File: src/rtl/dmt_pkg.sv
package dmt_pkg;
  localparam int NCH    = 2;
  localparam int ADDR_W = 8;
  localparam int DATA_W = 32;

  localparam logic [ADDR_W-1:0] OFS_SRCSEL = 8'h00;
  localparam logic [ADDR_W-1:0] OFS_CMP0   = 8'h10;
  localparam logic [ADDR_W-1:0] OFS_CMP1   = 8'h1C;
  localparam logic [ADDR_W-1:0] OFS_CNT0   = 8'h2C;
  localparam logic [ADDR_W-1:0] OFS_CNT1   = 8'h30;
  localparam logic [ADDR_W-1:0] OFS_IE0    = 8'h44;
  localparam logic [ADDR_W-1:0] OFS_IE1    = 8'h48;
  localparam logic [ADDR_W-1:0] OFS_ICLR0  = 8'h78;
  localparam logic [ADDR_W-1:0] OFS_ICLR1  = 8'h7C;
  localparam logic [ADDR_W-1:0] OFS_ENCLR  = 8'h84;
  localparam logic [ADDR_W-1:0] OFS_MODE   = 8'h88;
  localparam logic [ADDR_W-1:0] OFS_PRESC  = 8'hBC;

  // bit placement inside the shared registers
  localparam int EN_LSB    = 1;
  localparam int CLR_LSB   = 5;
  localparam int MODE_LSB  = 1;
  localparam int PRESC_LSB = 8;

  // source codes: only the crystal code drives a tick
  localparam int SRC_XTAL = 3;
  localparam int SRC_OFF  = 5;
endpackage

File: src/rtl/dmt_rst_sync.sv
module dmt_rst_sync #(
  parameter int STAGES = 2
) (
  input  logic clk,
  input  logic rst_n,
  output logic rst_sync_n
);
  logic [STAGES-1:0] chain_q;
  logic [STAGES-1:0] chain_d;

  always_comb begin
    chain_d = {chain_q[STAGES-2:0], 1'b1};
  end

  always_ff @(posedge clk or negedge rst_n) begin
    if (!rst_n) chain_q <= '0;
    else        chain_q <= chain_d;
  end

  assign rst_sync_n = chain_q[STAGES-1];
endmodule

File: src/rtl/dmt_regs.sv
module dmt_regs
  import dmt_pkg::*;
#(
  parameter int CNT_W = 32,
  parameter int DIV_W = 8,
  parameter int SEL_W = 4
) (
  input  logic                        clk,
  input  logic                        rst_n,
  input  logic [ADDR_W-1:0]           addr,
  input  logic                        we,
  input  logic [DATA_W-1:0]           wdata,
  output logic [DATA_W-1:0]           rdata,
  input  logic [NCH-1:0][CNT_W-1:0]   cnt_i,
  output logic [NCH-1:0][SEL_W-1:0]   sel_o,
  output logic [NCH-1:0]              en_o,
  output logic [NCH-1:0]              clr_o,
  output logic [NCH-1:0]              mode_o,
  output logic [NCH-1:0][DIV_W-1:0]   div_o,
  output logic [NCH-1:0][CNT_W-1:0]   cmp_o,
  output logic [NCH-1:0]              ie_o,
  output logic [NCH-1:0]              iclr_o
);
  logic [NCH-1:0][SEL_W-1:0] sel_q,  sel_d;
  logic [NCH-1:0]            en_q,   en_d;
  logic [NCH-1:0]            clr_q,  clr_d;
  logic [NCH-1:0]            mode_q, mode_d;
  logic [NCH-1:0][DIV_W-1:0] div_q,  div_d;
  logic [NCH-1:0][CNT_W-1:0] cmp_q,  cmp_d;
  logic [NCH-1:0]            ie_q,   ie_d;

  // write decode / next state
  always_comb begin
    sel_d  = sel_q;
    en_d   = en_q;
    clr_d  = clr_q;
    mode_d = mode_q;
    div_d  = div_q;
    cmp_d  = cmp_q;
    ie_d   = ie_q;
    iclr_o = '0;
    if (we) begin
      case (addr)
        OFS_SRCSEL: for (int c = 0; c < NCH; c++) sel_d[c] = wdata[c*SEL_W +: SEL_W];
        OFS_CMP0:   cmp_d[0] = wdata[CNT_W-1:0];
        OFS_CMP1:   cmp_d[1] = wdata[CNT_W-1:0];
        OFS_IE0:    ie_d[0]  = wdata[0];
        OFS_IE1:    ie_d[1]  = wdata[0];
        OFS_ICLR0:  iclr_o[0] = wdata[0];
        OFS_ICLR1:  iclr_o[1] = wdata[0];
        OFS_ENCLR: begin
          for (int c = 0; c < NCH; c++) begin
            en_d[c]  = wdata[EN_LSB + c];
            clr_d[c] = wdata[CLR_LSB + c];
          end
        end
        OFS_MODE:   for (int c = 0; c < NCH; c++) mode_d[c] = wdata[MODE_LSB + c];
        OFS_PRESC:  for (int c = 0; c < NCH; c++) div_d[c] = wdata[PRESC_LSB + c*DIV_W +: DIV_W];
        default: ;
      endcase
    end
  end

  // register process, clock enable = write strobe
  always_ff @(posedge clk or negedge rst_n) begin
    if (!rst_n) begin
      sel_q  <= '0;
      en_q   <= '0;
      clr_q  <= '0;
      mode_q <= '0;
      div_q  <= '0;
      cmp_q  <= '0;
      ie_q   <= '0;
    end else if (we) begin
      sel_q  <= sel_d;
      en_q   <= en_d;
      clr_q  <= clr_d;
      mode_q <= mode_d;
      div_q  <= div_d;
      cmp_q  <= cmp_d;
      ie_q   <= ie_d;
    end
  end

  // readback mux
  always_comb begin
    rdata = '0;
    case (addr)
      OFS_SRCSEL: for (int c = 0; c < NCH; c++) rdata[c*SEL_W +: SEL_W] = sel_q[c];
      OFS_CMP0:   rdata[CNT_W-1:0] = cmp_q[0];
      OFS_CMP1:   rdata[CNT_W-1:0] = cmp_q[1];
      OFS_CNT0:   rdata[CNT_W-1:0] = cnt_i[0];
      OFS_CNT1:   rdata[CNT_W-1:0] = cnt_i[1];
      OFS_IE0:    rdata[0] = ie_q[0];
      OFS_IE1:    rdata[0] = ie_q[1];
      OFS_ENCLR: begin
        for (int c = 0; c < NCH; c++) begin
          rdata[EN_LSB + c]  = en_q[c];
          rdata[CLR_LSB + c] = clr_q[c];
        end
      end
      OFS_MODE:   for (int c = 0; c < NCH; c++) rdata[MODE_LSB + c] = mode_q[c];
      OFS_PRESC:  for (int c = 0; c < NCH; c++) rdata[PRESC_LSB + c*DIV_W +: DIV_W] = div_q[c];
      default: ;
    endcase
  end

  assign sel_o  = sel_q;
  assign en_o   = en_q;
  assign clr_o  = clr_q;
  assign mode_o = mode_q;
  assign div_o  = div_q;
  assign cmp_o  = cmp_q;
  assign ie_o   = ie_q;
endmodule

File: src/rtl/dmt_channel.sv
module dmt_channel #(
  parameter int CNT_W    = 32,
  parameter int DIV_W    = 8,
  parameter int SEL_W    = 4,
  parameter int SRC_CODE = 3
) (
  input  logic             clk,
  input  logic             rst_n,
  input  logic             tick,
  input  logic [SEL_W-1:0] sel,
  input  logic             en,
  input  logic             clr,
  input  logic             free_run,
  input  logic [DIV_W-1:0] div,
  input  logic [CNT_W-1:0] cmp,
  input  logic             iclr,
  output logic [CNT_W-1:0] cnt_o,
  output logic             step_o,
  output logic             match_o,
  output logic             pend_o
);
  localparam logic [SEL_W-1:0] SRC_SEL = SEL_W'(SRC_CODE);

  logic [DIV_W-1:0] pre_q, pre_d;
  logic [CNT_W-1:0] cnt_q, cnt_d;
  logic             pend_q, pend_d;
  logic             run, pre_last, step, wrap_now, match, cnt_ce;
  logic [CNT_W-1:0] cnt_after;

  assign run       = tick && (sel == SRC_SEL);
  assign pre_last  = (pre_q >= div);
  assign step      = run && en && !clr && pre_last;
  assign wrap_now  = !free_run && (cnt_q == cmp);
  assign cnt_after = wrap_now ? '0 : cnt_q + 1'b1;
  assign match     = step && (cnt_after == cmp);
  assign cnt_ce    = run && (clr || en);

  always_comb begin
    pre_d = pre_q;
    cnt_d = cnt_q;
    if (clr) begin
      pre_d = '0;
      cnt_d = '0;
    end else if (pre_last) begin
      pre_d = '0;
      cnt_d = cnt_after;
    end else begin
      pre_d = pre_q + 1'b1;
    end
    pend_d = match || (pend_q && !iclr);
  end

  always_ff @(posedge clk or negedge rst_n) begin
    if (!rst_n) begin
      pre_q <= '0;
      cnt_q <= '0;
    end else if (cnt_ce) begin
      pre_q <= pre_d;
      cnt_q <= cnt_d;
    end
  end

  always_ff @(posedge clk or negedge rst_n) begin
    if (!rst_n) pend_q <= 1'b0;
    else        pend_q <= pend_d;
  end

  assign cnt_o   = cnt_q;
  assign step_o  = step;
  assign match_o = match;
  assign pend_o  = pend_q;
endmodule

File: src/rtl/dual_match_timer.sv
module dual_match_timer
  import dmt_pkg::*;
#(
  parameter int CNT_W       = 32,
  parameter int DIV_W       = 8,
  parameter int SEL_W       = 4,
  parameter int SYNC_STAGES = 2
) (
  input  logic              clk,
  input  logic              rst_n,
  input  logic              xtal_tick,
  input  logic [ADDR_W-1:0] bus_addr,
  input  logic              bus_we,
  input  logic [DATA_W-1:0] bus_wdata,
  output logic [DATA_W-1:0] bus_rdata,
  output logic [NCH-1:0]    irq
);
  logic                      rst_core_n;
  logic [NCH-1:0][SEL_W-1:0] ch_sel;
  logic [NCH-1:0]            ch_en, ch_clr, ch_mode, ch_ie, ch_iclr;
  logic [NCH-1:0][DIV_W-1:0] ch_div;
  logic [NCH-1:0][CNT_W-1:0] ch_cmp, ch_cnt;
  logic [NCH-1:0]            ch_step, ch_match, ch_pend;

  dmt_rst_sync #(.STAGES(SYNC_STAGES)) u_rst_sync (
    .clk        (clk),
    .rst_n      (rst_n),
    .rst_sync_n (rst_core_n)
  );

  dmt_regs #(.CNT_W(CNT_W), .DIV_W(DIV_W), .SEL_W(SEL_W)) u_regs (
    .clk    (clk),
    .rst_n  (rst_core_n),
    .addr   (bus_addr),
    .we     (bus_we),
    .wdata  (bus_wdata),
    .rdata  (bus_rdata),
    .cnt_i  (ch_cnt),
    .sel_o  (ch_sel),
    .en_o   (ch_en),
    .clr_o  (ch_clr),
    .mode_o (ch_mode),
    .div_o  (ch_div),
    .cmp_o  (ch_cmp),
    .ie_o   (ch_ie),
    .iclr_o (ch_iclr)
  );

  for (genvar c = 0; c < NCH; c++) begin : g_ch
    dmt_channel #(
      .CNT_W(CNT_W), .DIV_W(DIV_W), .SEL_W(SEL_W), .SRC_CODE(SRC_XTAL)
    ) u_ch (
      .clk      (clk),
      .rst_n    (rst_core_n),
      .tick     (xtal_tick),
      .sel      (ch_sel[c]),
      .en       (ch_en[c]),
      .clr      (ch_clr[c]),
      .free_run (ch_mode[c]),
      .div      (ch_div[c]),
      .cmp      (ch_cmp[c]),
      .iclr     (ch_iclr[c]),
      .cnt_o    (ch_cnt[c]),
      .step_o   (ch_step[c]),
      .match_o  (ch_match[c]),
      .pend_o   (ch_pend[c])
    );
    assign irq[c] = ch_pend[c] & ch_ie[c];
  end
endmodule

File: config.mk
export PLATFORM = sky130hd
export DESIGN_NAME = dual_match_timer
export DESIGN_NICKNAME = d
export VERILOG_FILES = /design/src/rtl/dmt_pkg.sv /design/src/rtl/dmt_rst_sync.sv /design/src/rtl/dmt_regs.sv /design/src/rtl/dmt_channel.sv /design/src/rtl/dual_match_timer.sv
export SDC_FILE = /design/constraint.sdc
export NUM_CORES = 1
export LEC_CHECK = 0
export ABC_AREA = 1
export ABC_CLOCK_PERIOD_IN_PS = 5490
export BUFFER_PORTS_ARGS = -buffer_cell sky130_fd_sc_hd__buf_2
export CORE_MARGIN = 2
export CORE_UTILIZATION = 45
export DETAILED_ROUTE_END_ITERATION = 8
export SYNTH_ARGS = -nofsm -noshare
export SYNTH_HDL_FRONTEND = slang
export SYNTH_SLANG_ARGS = --single-unit
File: constraint.sdc
create_clock -name clk -period 5.49 [get_ports clk]
set_clock_uncertainty 0.05 [all_clocks]
set_input_delay 0.2745 -clock clk [delete_from_list [all_inputs] [get_ports clk]]
set_output_delay 0.2745 -clock clk [all_outputs]
set_load 0.02 [all_outputs]
======== Word-level counts from Yosys, hierarchy flattened ========
Index checks and enable logic that the tools add are counted.
Widths: inputs -> output; s select.
word-level totals
  register bits ........................... 180
  input bits .............................. 44
  word-level logic and storage cells ...... 102
cells by class
  $add $sub $neg .......................... 4
  $lt $le $gt $ge ......................... 2
  eq/ne operators ......................... 17
  mux-type cells .......................... 20
  bitwise gates (word level) .............. 2
  reductions and logical operators ........ 39
operators by type and width
  operator               number
  $mux 32                6
  $eq 32x32->1           4
  $pmux 16 s5            1
  $add 32x1->32 const B  2
  $eq 8x7->1 const B     4
  $mux 8                 4
  $pmux 8 s4             1
  $eq 8x8->1 const B     3
  $reduce_and 2->1       10
  $add 8x1->8 const B    2
  $eq 8x5->1 const B     2
  $eq 8x6->1 const B     2
  $ge 8x8->1             2
  $logic_and 1x1->1      16
  $pmux 2 s7             1
  $pmux 2 s6             1
  $pmux 2 s5             1
  $eq 4x2->1 const B     2
  $logic_not 8->1        1
  $pmux 1 s7             1
  $logic_not 1->1        6
  $pmux 1 s5             1
  $logic_or 1x1->1       4
  $reduce_bool 2->1      2
  3 further kinds        5

======== Longest topological paths before layout ========
  depth after elaboration ................. 7
  mapped depth ............................ 20
  mapped depth without buffers ............ 19

======== Cells and area by module ========
A second synthesis with hierarchy kept.
unflattened totals
  cell total of the unflattened synthesis .. 2183
  area total of the unflattened synthesis .. 13835.8 sq um
modules (own cells, without submodules)
  module            times used  cells each  area each (sq um)
  dmt_channel       2           701         4174.0
  dmt_regs          1           774         5418.9
  dmt_rst_sync      1           3           53.8
  dual_match_timer  1           4           15.0

======== Least setup slack after synthesis ========
Ideal clock, no wire load.
  path type ............................... input-to-output
  start ................................... in bus_addr[1]
  end ..................................... out bus_rdata[3]
  data arrival time ....................... 1859 ps
  slack ................................... 3306 ps
  cell stages on the path ................. 7
  path buffers ............................ 0
  cell sequence ........................... nor2_1 inv_1 nor3_1 inv_1 nor4_2 clkinv_1 o21ai_0
between the ends
  word-level cells in the longest chain between the ends .. 2
  elaborated cells on any way between the ends .. 6
ends and longest elaborated chain
  element                                   RTL line                text
  from (decl)                               dual_match_timer.sv:12  input logic [ADDR_W-1:0] bus_addr,
  $eq 8x6->1, or another cell as far along  dmt_regs.sv:88          case (addr)
  $pmux 2 s5 *                              dmt_regs.sv:88
  to (decl)                                 dual_match_timer.sv:15  output logic [DATA_W-1:0] bus_rdata,
Every way passes the cells marked *; elsewhere a longest branch is shown, timed or not.

======== Final worst setup path ========
  start ................................... reg g_ch[1].u_ch.cnt_q[16]
  end ..................................... reg g_ch[1].u_ch.pend_q
between the ends
  word-level cells in the longest chain between the ends .. 6
  elaborated cells on any way between the ends .. 7
ends and longest elaborated chain
  element                                                RTL line           text
  from (decl)                                            dmt_channel.sv:25  logic [CNT_W-1:0] cnt_q, cnt_d;
  from (signal assigned)                                 dmt_channel.sv:59  cnt_q <= cnt_d;
  branches (longest 2 deep; another with $add 32x1->32)  -
  $mux 32 *                                              dmt_channel.sv:34  assign cnt_after = wrap_now ? '0 : cnt_q + 1'b1;
  $eq 32x32->1 *                                         dmt_channel.sv:35  assign match = step && (cnt_after == cmp);
  $logic_and 1x1->1 *                                    dmt_channel.sv:35
  $logic_or 1x1->1 *                                     dmt_channel.sv:50  pend_d = match || (pend_q && !iclr);
  named net g_ch[1].u_ch.pend_d                          dmt_channel.sv:26  logic pend_q, pend_d;
  to (signal assigned)                                   dmt_channel.sv:65  else pend_q <= pend_d;
  to (decl)                                              dmt_channel.sv:26
Mark *: on every way through the listed nets, which the timed path passes.
A chain may end at the register's enable or synchronous reset.

==> impl_metrics.tcl <==
set metrics [dict create \
    max_slew.worst_pin.slew_ns 1.25 \
    yosys_register_bits 180 \
    hpwl_mm 35.7 \
    startpoint_type "flop" \
    area_growth_pct 10.1 \
    diodes 0 \
    drive_above_1_share 0.0862 \
    final_antenna_net_count 0 \
    gr-usage-met2 0.509 \
    start_util 0.454 \
    numCtsBuffers 17 \
    die-area_um2 29200 \
    timing.fmax_ghz 0.285 \
    hold_slack_ns 0.0210 \
    ios 78 \
    syn_nets 1929 \
    yosys-top-cells-area "dfrtp_1 36%, nand2_1 18%, inv_1 7.4%, o21ai_0 7.4%, nand3_1 3.9%" \
    slew_headroom 0.165 \
    min_path_type "input port to flop" \
    cp_max_fo 58 \
    cts_tree "built" \
    hold_start "bus_wdata[6]" \
    p_total_mw 3.09 \
    clockBufferDepth 2 \
    p_leak_nw 6.88 \
    first_pass_iters 6 \
    grt_use_total 0.330 \
    grt_pass1_wl_mm 71.8 \
    critical_path_class "flop to flop" \
    vias 12957 \
    first_global_vias 11954 \
    finalSetupTns_ns 0 \
    io_buffer_count 77 \
    vdd_ir_drop_max_uv 203 \
    finalCriticalPeriod_ns 3.50 \
    netlist_instances 1865 \
    antenna_found_initial 0 \
    worst_setup_path_end_kind "flop" \
    coreArea_um2 27600 \
    hold_viol_final 0 \
    finalSetupViolCount 0 \
    root_buffer "clkbuf_16" \
    rsz0062_at_grt "no" \
    power.density_nw_per_um2 224 \
    drv_cap 0 \
    grt_max_degree 179 \
    syn_area_um2 12500 \
    clock_sinks 180 \
    rows 61 \
    clkTransAtPathRegs_ns 0.08 \
    synth_warnings 0 \
    insertion_delay_ns 0.45 \
    whs_endpoint "u_regs.clr_o[1]" \
    wirelength_mm 47.0 \
    r2r_cells 17 \
    critPathRequiredTime_ns 5.82 \
    cp.arrival_ns 3.84 \
    syn_area_per_cell_um2 6.71 \
    r2r_end "g_ch[1].u_ch.pend_o" \
    drc_errors 0 \
    avgRoutedWirePerCell_um 20.5 \
    final_max_slew_viol_count 0 \
    use_met3 0.0520 \
    yosysTopAreaCellShare 0.360 \
    fin_crit_sh 0.638 \
    utilization 0.500 \
    grt_overflow_total 0 \
    reg2reg_from "g_ch[1].u_ch.cnt_o[16]" \
    top_usage_layer "met2" \
    synth_seq_area_share 0.360 \
    layout.nets 1966 \
    die_h_um 171 \
    holdPathStages 3 \
    post_drt_via_cell_ratio 5.65 \
    r2r_slack_ns 1.99 \
    ys_types 47 \
    status "finished clean" \
    synth_top_area_cell "dfrtp_1" \
    instances_no_fill 2293 \
    drtIter0Drc 1470 \
    place_congestion 1.03 \
    htree_levels 4 \
    met1_usage 0.468 \
    place_inst 2259 \
    die_w_um 171 \
]
==> synth_stat cells, drive strengths merged <==
master,number
nor2b,1
nor4,2
ha,20
clkbuf,45
nor3b,3
o21ai,192
a21oi,23
clkinv,8
o31ai,16
o211ai,3
nand2,594
conb,1
xor2,53
nand3b,7
xnor2,13
a311oi,1
o22ai,25
nand4,70
and2,2
buf,26
inv,257
a221oi,16
nor3,39
or2,3
o2111ai,8
nor2,139
o21a,2
and3,3
dfrtp,180
a32o,1
nand3,106
o221ai,6
==> repair_timing <==
item,in CTS,in global routing
setup buffers,0,0
resized for setup,0,0
endpoints found under the hold margin,3,0
hold buffers,2,0
==> worst max-delay path by stage <==
stage                     cells past startpoint                    from                     end  slack, ns
after floorplan                               0   u_rst_sync.chain_q[1]   g_ch[0].u_ch.cnt_o[0]       0.05
after global placement                       17        u_regs.cmp_o[39]     g_ch[1].u_ch.pend_o       2.05
after detailed placement                     17  g_ch[1].u_ch.cnt_o[14]     g_ch[1].u_ch.pend_o       2.05
after CTS                                     7         u_regs.clr_o[0]  g_ch[0].u_ch.cnt_o[23]       2.03
after global routing                         16   g_ch[1].u_ch.cnt_o[6]     g_ch[1].u_ch.pend_o       1.63
final                                        17  g_ch[1].u_ch.cnt_o[16]     g_ch[1].u_ch.pend_o       1.99
==> logic make-up after synthesis <==
kind of cell             Yosys count  share of synthesized area
buffers and inverters            336                      0.104
AO/OA/AOI/OAI                    293                      0.134
AND/OR/NAND/NOR                  969                      0.336
XOR/XNOR                          66                     0.0468
other                              1                   0.000300
adder cells (fa/ha/maj)           20                     0.0200
flip-flops                       180                      0.360
==> placed cells by master, fill, tap and decap left out, drive strengths merged, types with 8 or more instances in the layout <==
cell type,netlist,layout
o22ai,25,25
ha,20,20
xnor2,13,13
nand3,106,106
inv,257,266
buf,26,87
xor2,53,53
nand2,594,594
o31ai,16,16
dfrtp,180,180
a221oi,16,16
clkinv,8,12
nand4,70,70
o21ai,192,192
o2111ai,8,8
nor3,39,39
a21oi,23,23
clkbuf,45,17
nor2,139,139
==> sequential cells by signal, summed over array words and instances (netlist names) <==
register	count
u_regs.mode_o	2
u_regs.clr_o	2
u_regs.sel_o	8
g_ch.u_ch.cnt_o	64
u_regs.cmp_o	64
u_regs.ie_o	2
g_ch.u_ch.pend_o	2
u_regs.div_o	16
g_ch.u_ch.pre_q	16
u_regs.en_o	2
u_rst_sync.chain_q	2
==> power by group <==
| group | internal [mW] | total [mW] | switching [mW] |
|---|---|---|---|
| clock network | 0.613 | 1.27 | 0.660 |
| registers | 1.37 | 1.45 | 0.0734 |
| logic | 0.110 | 0.365 | 0.255 |
==> stage by stage <==
step	instance area [um^2]	setup slack [ns]
after floorplan	12500	0.0529
after global placement	13200	2.05
after detailed placement	13200	2.05
after CTS	13800	2.03
after global routing	13800	1.63
final	13800	1.99
==> final cells by class <==
cell class,count,area (um^2)
Clock buffer,17,425
Clock inverter,15,159
Fill cell,2823,13800
Inverter,265,995
Multi-Input combinational cell,1349,6730
Sequential cell,180,4510
Tap cell,378,473
Timing Repair Buffer,89,493
==> per-layer routing <==
layer,share of wire,vias up
met5,0,-
met4,0.037,0
met3,0.080,100
met2,0.44,594
met1,0.44,6144
li1,-,6119
==> critical path: stages (launching register included) <==
cell	delay [ns]
dfrtp_1	0.46
inv_1	0.15
nand2_1	0.08
nand2_1	0.05
nor2_1	0.14
nand4_1	0.11
nor2_1	0.19
nand3_2	0.92
buf_4	0.59
nand2_1	0.11
inv_1	0.06
nand2_1	0.06
nand2_1	0.06
nor2_1	0.10
nand3_1	0.07
nor2_1	0.10
nand3_1	0.08
nand2_1	0.05
Power figures use the tool's default switching activity.
